File: config.mk
export PLATFORM = sky130hd
export DESIGN_NAME = bidir_timer
export DESIGN_NICKNAME = d
export VERILOG_FILES = /design/src/rtl/bidir_timer_pkg.sv /design/src/rtl/tmr_in_sync.sv /design/src/rtl/tmr_quad_dec.sv /design/src/rtl/tmr_prescaler.sv /design/src/rtl/bidir_timer.sv
export SDC_FILE = /design/constraint.sdc
export NUM_CORES = 1
export LEC_CHECK = 0
export ABC_AREA = 1
export BUFFER_PORTS_ARGS = -buffer_cell sky130_fd_sc_hd__clkbuf_2
export CORE_MARGIN = 8
export CORE_UTILIZATION = 55
export CTS_CLUSTER_DIAMETER = 100
export DETAILED_ROUTE_END_ITERATION = 16
export PLACE_DENSITY_LB_ADDON = 0.15
export SYNTH_ARGS = -nofsm -noshare
export SYNTH_HDL_FRONTEND = slang
export SYNTH_HIERARCHICAL = 1
export SYNTH_SLANG_ARGS = --single-unit
File: constraint.sdc
create_clock -name clk_i -period 7.17 [get_ports clk_i]
set_clock_uncertainty 0.05 [all_clocks]
set_input_delay 0.717 -clock clk_i [delete_from_list [all_inputs] [get_ports clk_i]]
set_output_delay 0.717 -clock clk_i [all_outputs]
set_load 0.02 [all_outputs]
File: src/rtl/bidir_timer_pkg.sv
`timescale 1ns/1ps
package bidir_timer_pkg;
  localparam int PRE_W = 3;

  typedef enum logic [1:0] {
    MODE_INT  = 2'd0,
    MODE_EXT  = 2'd1,
    MODE_QUAD = 2'd2,
    MODE_CASC = 2'd3
  } cnt_mode_e;

  typedef struct packed {
    logic             enable;
    logic [PRE_W-1:0] pre_sel;
    logic             dir_up;
    logic             dir_pin;
    cnt_mode_e        mode;
  } ctrl_t;

  localparam int CTRL_W = $bits(ctrl_t);
endpackage

File: src/rtl/tmr_in_sync.sv
`timescale 1ns/1ps
module tmr_in_sync #(
  parameter int N      = 2,
  parameter int STAGES = 2
) (
  input  logic         clk_i,
  input  logic         rst_ni,
  input  logic [N-1:0] in_i,
  output logic [N-1:0] lvl_o,
  output logic [N-1:0] prev_o
);
  for (genvar i = 0; i < N; i++) begin : g_bit
    logic [STAGES-1:0] sh_q;
    always_ff @(posedge clk_i or negedge rst_ni) begin
      if (!rst_ni) sh_q <= '0;
      else         sh_q <= {sh_q[STAGES-2:0], in_i[i]};
    end
    assign lvl_o[i] = sh_q[STAGES-1];
  end

  always_ff @(posedge clk_i or negedge rst_ni) begin
    if (!rst_ni) prev_o <= '0;
    else         prev_o <= lvl_o;
  end
endmodule

File: src/rtl/tmr_quad_dec.sv
`timescale 1ns/1ps
module tmr_quad_dec (
  input  logic [1:0] prev_i,  // {a,b}
  input  logic [1:0] cur_i,   // {a,b}
  output logic       up_o,
  output logic       dn_o
);
  always_comb begin
    up_o = 1'b0;
    dn_o = 1'b0;
    case ({prev_i, cur_i})
      4'b0010, 4'b1011, 4'b1101, 4'b0100: up_o = 1'b1;
      4'b0001, 4'b0111, 4'b1110, 4'b1000: dn_o = 1'b1;
      default: ; // no change or double jump
    endcase
  end
endmodule

File: src/rtl/tmr_prescaler.sv
`timescale 1ns/1ps
module tmr_prescaler #(
  parameter int PRE_W = 3
) (
  input  logic             clk_i,
  input  logic             rst_ni,
  input  logic             clr_i,
  input  logic             en_i,
  input  logic [PRE_W-1:0] sel_i,
  output logic             tick_o
);
  localparam int DIV_W = (1 << PRE_W) - 1;

  logic [DIV_W-1:0] cnt_q;
  logic [DIV_W-1:0] mask;

  assign mask   = ~({DIV_W{1'b1}} << sel_i);
  assign tick_o = en_i && ((cnt_q & mask) == mask);

  always_ff @(posedge clk_i or negedge rst_ni) begin
    if (!rst_ni)   cnt_q <= '0;
    else if (clr_i) cnt_q <= '0;
    else if (en_i)  cnt_q <= cnt_q + 1'b1;
  end
endmodule

File: src/rtl/bidir_timer.sv
`timescale 1ns/1ps
module bidir_timer
  import bidir_timer_pkg::*;
#(
  parameter int CNT_W       = 16,
  parameter int SYNC_STAGES = 2
) (
  input  logic             clk_i,
  input  logic             rst_ni,
  input  logic             wr_en_i,
  input  logic             wr_sel_i,
  input  logic [CNT_W-1:0] wr_data_i,
  input  logic             tclk_i,
  input  logic             tdir_i,
  input  logic             casc_up_i,
  input  logic             casc_dn_i,
  output logic [CNT_W-1:0] count_o,
  output logic             ovf_o,
  output logic             unf_o,
  output logic             wrap_up_o,
  output logic             wrap_dn_o
);
  ctrl_t            ctrl_q;
  logic [CNT_W-1:0] count_q;
  logic             ovf_q, unf_q;
  logic [1:0]       pin_lvl, pin_prev;
  logic             pre_tick, q_up, q_dn;
  logic             adv, dir_lvl, step_up, step_dn;
  logic             ctrl_wr, cnt_wr;

  assign ctrl_wr = wr_en_i && !wr_sel_i;
  assign cnt_wr  = wr_en_i &&  wr_sel_i;

  // bit 0: tclk / phase A, bit 1: tdir / phase B
  tmr_in_sync #(.N(2), .STAGES(SYNC_STAGES)) u_sync (
    .clk_i  (clk_i),
    .rst_ni (rst_ni),
    .in_i   ({tdir_i, tclk_i}),
    .lvl_o  (pin_lvl),
    .prev_o (pin_prev)
  );

  tmr_prescaler #(.PRE_W(PRE_W)) u_pre (
    .clk_i  (clk_i),
    .rst_ni (rst_ni),
    .clr_i  (ctrl_wr),
    .en_i   (ctrl_q.enable),
    .sel_i  (ctrl_q.pre_sel),
    .tick_o (pre_tick)
  );

  tmr_quad_dec u_quad (
    .prev_i ({pin_prev[0], pin_prev[1]}),
    .cur_i  ({pin_lvl[0],  pin_lvl[1]}),
    .up_o   (q_up),
    .dn_o   (q_dn)
  );

  assign dir_lvl = ctrl_q.dir_pin ? pin_lvl[1] : ctrl_q.dir_up;

  always_comb begin
    adv     = 1'b0;
    step_up = 1'b0;
    step_dn = 1'b0;
    unique case (ctrl_q.mode)
      MODE_INT, MODE_EXT: begin
        adv     = (ctrl_q.mode == MODE_INT) ? pre_tick : (pin_lvl[0] ^ pin_prev[0]);
        step_up = adv &&  dir_lvl;
        step_dn = adv && !dir_lvl;
      end
      MODE_QUAD: begin
        step_up = q_up;
        step_dn = q_dn;
      end
      MODE_CASC: begin
        step_up = casc_up_i && !casc_dn_i;
        step_dn = casc_dn_i && !casc_up_i;
      end
      default: ;
    endcase
    if (!ctrl_q.enable || cnt_wr) begin
      step_up = 1'b0;
      step_dn = 1'b0;
    end
  end

  assign wrap_up_o = step_up && (count_q == {CNT_W{1'b1}});
  assign wrap_dn_o = step_dn && (count_q == '0);

  always_ff @(posedge clk_i or negedge rst_ni) begin
    if (!rst_ni) begin
      ctrl_q  <= '0;
      count_q <= '0;
      ovf_q   <= 1'b0;
      unf_q   <= 1'b0;
    end else begin
      if (ctrl_wr) ctrl_q <= ctrl_t'(wr_data_i[CTRL_W-1:0]);
      if (cnt_wr)       count_q <= wr_data_i;
      else if (step_up) count_q <= count_q + 1'b1;
      else if (step_dn) count_q <= count_q - 1'b1;
      // wrap at the same edge wins over the clear
      ovf_q <= wrap_up_o || (ovf_q && !wr_en_i);
      unf_q <= wrap_dn_o || (unf_q && !wr_en_i);
    end
  end

  assign count_o = count_q;
  assign ovf_o   = ovf_q;
  assign unf_o   = unf_q;
endmodule

==> results of run 1 <==
## worst paths after layout
kind | endpoint | from | slack, ps
max | count_o[15] | wr_sel_i | 3650
min | u_sync/g_bit[0].sh_q[1] | u_sync/g_bit[0].sh_q[0] | 300
max in group asynchronous | count_o[11] | rst_ni | 5950
max reg2reg | count_o[15] | u_pre/cnt_q[0] | 4170
min in group asynchronous | u_pre/cnt_q[4] | rst_ni | 510
min reg2reg | u_sync/g_bit[0].sh_q[1] | u_sync/g_bit[0].sh_q[0] | 300
## metrics by stage
stage               cell area [um^2]  std cells  utilization (%)  power, uW
floorplan                       2860        413                -        907
global route                    3220        526             63.5       1400
finish                          3220        526             63.5       1270
CTS                             3220        526             63.5       1270
detailed placement              3110        518             61.3       1080
global placement                3110        518             61.3       1070
## registers in the layout, summed over array words and instances (netlist names)
name and cells:
ctrl_q 8, u_sync/prev_o 2, count_o 16, u_pre/cnt_q 7
u_sync/g_bit.sh_q 4, ovf_o 1, unf_o 1
## power by group through the flow
stage               Clock [uW]  Combinational (uW)  Sequential [uW]
finish                     190                 719              363
global placement             0                 703              365
floorplan                    0                 509              398
detailed placement           0                 715              366
CTS                        192                 720              362
global route               202                 827              372
## cells in the mapped netlist (2+ instances only)
master	n	share of area, %
nand2_1	141	18
inv_1	45	5.9
dfrtp_1	39	34
nor2_1	29	3.8
nand3_1	28	4.9
a21oi_1	21	3.7
o21ai_0	18	3.1
ha_1	17	7.4
or2_2	8	1.7
nand4_1	7	1.5
nor3_1	5	0.87
o21ai_1	5	0.87
a21o_1	4	1.0
inv_2	4	0.52
nor4_1	4	0.87
o211ai_1	4	1.0
xnor2_1	4	1.2
clkbuf_1	3	0.39
nor2_2	3	0.66
buf_4	2	0.52
buf_6	2	0.79
inv_4	2	0.44
nand2_2	2	0.44
nand2_4	2	0.79
nor2_4	2	0.79
## metal layers
layer	GRT usage (%)	up-vias	part of all wire, %
li1	-	1423	-
met1	23.0	1251	46
met2	32.8	60	48
met3	1.78	10	4.1
met4	7.07	0	2.1
met5	0	-	0
## final cells by class
class                      instances  area (um^2)  share of cell area (%)
clock buffer                       5         68.8                    2.13
clock inverter                     3         43.8                    1.36
inverter                          51          196                    6.09
multi-input combinational        315         1640                    50.8
sequential                        39          976                    30.3
tap                               70         87.6                    2.72
timing repair buffer              43          215                    6.67
## cells by family after synthesis
logic type / count (synthesis)
XOR/XNOR: 5
buffers and inverters: 59
flip-flops: 39
AO/OA/AOI/OAI: 55
AND/OR/NAND/NOR: 237
adder cells (fa/ha/maj): 18
==> flow_summary.yaml, run 1 <==
cts:
  cts_buffers: 5
  clkSlewWorstSetupHoldPaths_ps: 80
  htree_levels: 2
  cts_tree: "done"
  clock_tree.buffer_depth: 2
  cts.root.buffer_cell: "clkbuf_8"
  clock_latency_ps: 300
  postCtsSetupBuffers: 0
  clock_sinks: 39
  post_cts_resized: 0
  hold_buffers: 0
floorplan:
  die_y_um: 88.1
  core_area_um2: 5070
  die-area_um2: 7770
  io_pins: 44
  fp.dieW_um: 88.1
  start_util_pct: 56.4
  rows: 26
hold_path:
  holdPathStages: 0
  worst_hold_path_type: "reg2reg"
power:
  p_switching_uw: 616
  p_int_uw: 656
  p_per_area_nw_per_um2: 395
  peakVddDrop_mv: 0.233
  clock_power_share_pct: 14.9
  p_leak_uw: 0.00177
  combPwrFrac_pct: 56.5
  switching_share_pct: 48.4
  power_frac_seq_pct: 28.6
placement:
  hpwlAfterDp_um: 5150
  post-place-ws_ps: 3390
  port_buffers: 43
  gp_congestion: 0.857
route:
  first_pass_iters: 4
  wire_per_inst_um: 12.8
  viasPerCell: 5.22
  drc_errors: 0
  wl_um: 6720
  drt_iter0_drc: 108
  num_vias: 2744
  postRouteAntennaNets: 0
flow_run:
  cap_violations: 0
worst_setup_path:
  cp_slowest_cell: "nand2_1"
  cp_top_family: "simple AND/OR/NAND/NOR gates"
  crit_cells: 16
  path_max_fanout: 29
  cp_common_cell: "nand2_1"
  critical_path.cell_chain: "clkbuf_2 -> nand2_1 -> inv_1 -> nor2_2 -> nand2_4 -> ha_1 -> a21oi_1 -> nand2_1 -> nand2_1 -> nand2_1 -> a21oi_1 -> inv_1 -> nand2_1 -> nand3_1 -> nand2_1 -> nand2_1"
  path_buf_inv: 3
  worstSetupPathType: "in2reg"
  end_kind: "flop"
  start_kind: "input pin"
  critPathArrivalTime_ps: 3660
  worstPathRequired_ps: 7310
  rr_worst_depth: 20
  slowest_delay_ps: 710
sta:
  final_max_slew_viol_count: 0
  slew_headroom_pct: 34.0
  worst_slew_pin_slew_ps: 988
  rsz0062_at_grt: "no"
  hold_viol: 0
  finalSetupTns_ps: 0
  hold_slack_ps: 304
  period_needed_ps: 3520
  setup_slack_ps: 3650
  setup_viol: 0
  post-route-period-util_pct: 49.1
  fmax_mhz: 284
yosys:
  synth-simple-area-share_pct: 36.9
  syn-num-nets: 455
  synth_top_family_by_area: "simple AND/OR/NAND/NOR gates"
  synth-main-ff-cell: "dfrtp_1"
  synth_compound_area_share_pct: 10.6
  synth_seq_cells: 39
  synth-seq-area-share_pct: 34.1
  syn_inst: 413
  synth_edf_count: 0
  yosysWarnings: 6
  synth_mux_area_share_pct: 0
  avgSynthCellArea_um2: 6.93
  syn-cell-area_um2: 2860
  synth_cell_type_count: 37
  synth-async-reset-ratio_pct: 100
  post_synth_fa_ha_maj_area_fraction_pct: 8.13
  synth_xor_area_share_pct: 1.53
finish:
  drive_above_1_share_pct: 17.3
  final_cell_mix: "nand2_1, inv_1, clkbuf_2, dfrtp_1, nor2_1"
  num_antenna_cells: 0
  area_delta_synth_final_pct: 12.6
  final_common_cell: "nand2_1"
  fillers: 496
  nets: 497
grt:
  grt_pass1_wl_um: 11700
  grt_pass1_vias: 2655
  grt.total_usage_pct: 18.7
  grt_overflow_total: 0
  grt_max_degree: 40
  antenna_found_initial: 0
outcome:
  run_status: "finished, final reports clean"
(Power assumes the default switching activity.)
==> run 2, diff against run 1 <==
--- a/config.mk
+++ b/config.mk
@@ -8,7 +8,7 @@
 export ABC_AREA = 1
 export BUFFER_PORTS_ARGS = -buffer_cell sky130_fd_sc_hd__clkbuf_2
 export CORE_MARGIN = 8
-export CORE_UTILIZATION = 55
+export CORE_UTILIZATION = 52
 export CTS_CLUSTER_DIAMETER = 100
 export DETAILED_ROUTE_END_ITERATION = 16
 export PLACE_DENSITY_LB_ADDON = 0.15
==> constraint.sdc (replaced) <==
create_clock -name clk_i -period 3.1 [get_ports clk_i]
set_clock_uncertainty 0.05 [all_clocks]
set_input_delay 0.31 -clock clk_i [delete_from_list [all_inputs] [get_ports clk_i]]
set_output_delay 0.31 -clock clk_i [all_outputs]
set_load 0.02 [all_outputs]
==> flow_summary.yaml, run 2 (synthesis results as in run 1) <==
power:
  peakVddDrop_mv: 0.518
  p_per_area_nw_per_um2: 924
  p_leak_uw: 0.00179
  finalPower_uw: 3080
floorplan:
  core_area_um2: 5410
  fp.dieW_um: 90.2
  die_y_um: 90.2
  io_pins: 44
  die-area_um2: 8140
  start_util_pct: 53.0
  rows: 27
worst_setup_path:
  reg2reg_to: "count_o[7]"
  path_max_fanout: 11
  rr_worst_depth: 18
  critPathArrivalTime_ps: 3020
  r2r_start: "ctrl_q[5]"
  cp-endpoint: "count_o[7]"
  worstSetupPathType: "reg2reg"
  end_kind: "flop"
  r2r_slack_ps: 230
  worstPathRequired_ps: 3250
  startpoint: "ctrl_q[5]"
  start_kind: "flop"
outcome:
  run_status: "finished, final reports clean"
sta:
  hold_viol: 0
  final_max_slew_viol_count: 0
  setup_slack_ps: 229
  fmax_mhz: 348
  setup_viol: 0
  slew_headroom_pct: 32.7
  worst_slew_pin_slew_ps: 1010
  post-route-period-util_pct: 92.6
  rsz0062_at_grt: "no"
  finalSetupTns_ps: 0
  period_needed_ps: 2870
grt:
  grt_max_degree: 40
  grt_pass1_wl_um: 12800
  grt_overflow_total: 0
  grt.total_usage_pct: 18.6
  antenna_found_initial: 0
  grt_pass1_vias: 2753
finish:
  area_delta_synth_final_pct: 16.4
  fillers: 498
  largest_reg_flops: 16
  multiInputGateArea_um2: 1720
  regArea_um2: 977
  nets: 501
  num_antenna_cells: 0
  stdcell_area_um2: 3330
  final_common_cell: "nand2_1"
  drive_above_1_share_pct: 19.6
  final_cell_mix: "nand2_1, inv_1, clkbuf_2, dfrtp_1, nor2_1"
hold_path:
  worst_hold_path_type: "in2reg"
  hp-start: "tdir_i"
cts:
  clock_tree.buffer_depth: 2
  cts_buffers: 5
  hold_buffers: 0
  clock_sinks: 39
  cts.root.buffer_cell: "clkbuf_8"
  clkSlewWorstSetupHoldPaths_ps: 90
  cts_tree: "done"
  clock_latency_ps: 300
  htree_levels: 2
placement:
  hpwlAfterDp_um: 5470
  postPlaceCellArea_um2: 3130
  post-place-ws_ps: 188
  port_buffers: 43
  gp_congestion: 0.873
route:
  drc_errors: 0
  num_vias: 2780
  postRouteAntennaNets: 0
  viasPerCell: 5.23
  first_pass_iters: 4
  wl_um: 7490
  drt_iter0_drc: 102
  wire_per_inst_um: 14.1
flow_run:
  cap_violations: 0
run 2: layer usage:
layer | track usage [%] | routed length (um)
met1 | 22.4 | 3250
met2 | 32.9 | 3700
met3 | 2.74 | 413
met4 | 6.38 | 134
met5 | 0 | 0
run 2: worst min path at each step:
stage / endpoint / slack (ps) / cells past startpoint
finish: u_sync/g_bit[1].sh_q[0] / 60 / 1
global route: u_sync/g_bit[1].sh_q[0] / 50 / 1
CTS: u_sync/g_bit[1].sh_q[0] / 50 / 1
detailed placement: u_sync/g_bit[1].sh_q[1] / 290 / 0
global placement: u_sync/g_bit[0].sh_q[1] / 280 / 0
floorplan: count_o[0] / -40 / 0
run 2: cell type report:
class	instances	share of cell area, %
multi-input combinational	316	51.6
sequential	39	29.3
timing repair buffer	46	7.13
inverter	51	5.89
tap	72	2.70
clock buffer	5	2.06
clock inverter	3	1.31
run 2: power breakdown:
group / switching (uW) / internal (uW) / total, uW
registers: 216 / 644 / 860
clock network: 203 / 240 / 443
logic: 1080 / 693 / 1780
run 2: per-stage QoR:
step	hold WS, ps	utilization, %	cells
detailed placement	292	57.9	522
floorplan	-35.6	-	413
global placement	284	57.9	522
CTS	52.9	60.0	530
global route	46.2	61.7	532
finish	58.4	61.7	532
run 2: what timing repair did:
action | in CTS | in global routing
setup endpoints to repair | 0 | 8
setup buffers | 0 | 1
gates resized for setup | 0 | 9
run 2: critical path: stages, from the launching register on:
cell	delay, ps
dfrtp_1	400
inv_1	100
nand2_1	60
a21oi_1	120
nand2_1	70
a21oi_1	140
nand3_1	90
nand2_1	90
nand2_1	80
nand2_4	120
nand2_8	110
ha_4	270
nand2_1	120
inv_1	60
a21oi_1	180
nand2_1	160
o21ai_0	270
nand3_1	140
o21a_1	130
==> run 3, diff against run 2 <==
==> constraint.sdc (replaced) <==
create_clock -name clk_i -period 3.1 [get_ports clk_i]
set_clock_uncertainty 0.05 [all_clocks]
set_input_delay 0.155 -clock clk_i [delete_from_list [all_inputs] [get_ports clk_i]]
set_output_delay 0.155 -clock clk_i [all_outputs]
set_load 0.02 [all_outputs]
==> flow_summary.yaml, run 3 (synthesis results as in run 1) <==
grt:
  grt_pass1_vias: 2775
  grt.total_usage_pct: 18.5
  grt_pass1_wl_um: 12700
  antenna_found_initial: 0
  grt_max_degree: 40
  grt_overflow_total: 0
route:
  postRouteAntennaNets: 0
  drc_errors: 0
  first_pass_iters: 7
  wire_per_inst_um: 14.3
  wl_um: 7660
  viasPerCell: 5.31
  drt_iter0_drc: 165
  num_vias: 2848
power:
  finalPower_uw: 3120
  p_leak_uw: 0.00178
  peakVddDrop_mv: 0.577
  p_per_area_nw_per_um2: 912
sta:
  fmax_mhz: 342
  slew_headroom_pct: 32.5
  hold_slack_ps: -26.8
  setup_viol: 0
  final_max_slew_viol_count: 0
  period_needed_ps: 2930
  post-route-period-util_pct: 94.4
  hold_viol: 39
  worst_slew_pin_slew_ps: 1010
  rsz0062_at_grt: "yes"
worst_setup_path:
  worstSetupPathType: "reg2reg"
  cp_top_family: "simple AND/OR/NAND/NOR gates"
  critical_path.cell_chain: "inv_1 -> nand2_1 -> a21oi_1 -> nand2_1 -> a21oi_1 -> nand3_1 -> nand2_1 -> nand2_1 -> nand2_4 -> nand2_8 -> ha_4 -> nand3_1 -> nand2_1 -> nand2_1 -> nand2_1 -> nand3_1 -> nand3_1 -> nand3_1 -> nand3_1 -> nand2_1"
  end_kind: "flop"
  cp_slowest_cell: "dfrtp_1"
  path_max_fanout: 11
  start_kind: "flop"
  slowest_delay_ps: 400
  path_buf_inv: 1
  cp_common_cell: "nand2_1"
  critPathArrivalTime_ps: 3060
  worstPathRequired_ps: 3240
  startpoint: "ctrl_q[5]"
  r2r_start: "ctrl_q[5]"
placement:
  gp_congestion: 0.899
  postPlaceCellArea_um2: 3130
  port_buffers: 43
  dp.cells: 522
  hpwlAfterDp_um: 5460
hold_path:
  worst_hold_path_type: "in2async"
floorplan:
  rows: 27
  fp.dieW_um: 90.2
  die-area_um2: 8140
  io_pins: 44
  core_area_um2: 5410
  start_util_pct: 53.0
  die_y_um: 90.2
finish:
  multiInputGateArea_um2: 1790
  final_cells: 536
  drive_above_1_share_pct: 21.8
  largest_reg_flops: 16
  fillers: 500
  stdcell_area_um2: 3420
  regArea_um2: 978
  area_delta_synth_final_pct: 19.3
  final_cell_mix: "nand2_1, inv_1, clkbuf_2, dfrtp_1, nor2_1"
  final_common_cell: "nand2_1"
  num_antenna_cells: 0
  nets: 505
outcome:
  violations: "negative hold slack"
  run_status: "finished, violations left"
cts:
  clock_latency_ps: 290
  clock_tree.buffer_depth: 2
  htree_levels: 2
  cts.root.buffer_cell: "clkbuf_8"
  cts_tree: "done"
  clock_sinks: 39
  clkSlewWorstSetupHoldPaths_ps: 80
  cts_buffers: 5
flow_run:
  cap_violations: 0
run 3: metrics by stage:
step                      util [%]  worst slack [ps]  TNS (ps)
after detailed placement      57.9               170         0
after CTS                     59.8               150         0
final                         63.2               173         0
after global placement        57.9               220         0
after global routing          63.2             -70.1      -181
after floorplan                  -               569         0
run 3: repair_timing:
item                       CTS  global route
setup endpoints to repair    0            11
hold buffers                 2             0
hold endpoints to repair     2             0
setup buffers                0             3
gates resized for setup      0            22
run 3: area by class of cell:
cell class                 instances  share of cell area, %
timing repair buffer              50                   7.99
sequential                        39                   28.6
clock buffer                       6                   2.12
multi-input combinational        316                   52.5
inverter                          51                   5.75
clock inverter                     2                  0.366
tap                               72                   2.64
run 3: layer usage:
| layer | share of wire (%) | routed length (um) | track usage, % | up-vias |
|---|---|---|---|---|
| li1 | - | - | - | 1428 |
| met1 | 44 | 3370 | 23.0 | 1329 |
| met2 | 50 | 3800 | 32.6 | 80 |
| met4 | 1.4 | 110 | 5.69 | 0 |
| met3 | 4.9 | 374 | 2.08 | 11 |
| met5 | 0 | 0 | 0 | - |
run 3: power by group:
part           switching, uW  total [uW]  internal (uW)
combinational           1120        1890            763
clock                    195         353            158
sequential               234         878            644
run 3: path summary, 6_finish.rpt:
check                                     endpoint  slack (ps)  cells after the start
setup / recovery                       count_o[13]         170                     20
hold / removal                           ctrl_q[5]         -30                      1
setup reg to reg                       count_o[13]         170                     20
hold reg to reg            u_sync/g_bit[1].sh_q[1]         300                      0
max in group asynchronous           u_pre/cnt_q[3]        2350                      1
min in group clk_i                       ctrl_q[2]          60                      3
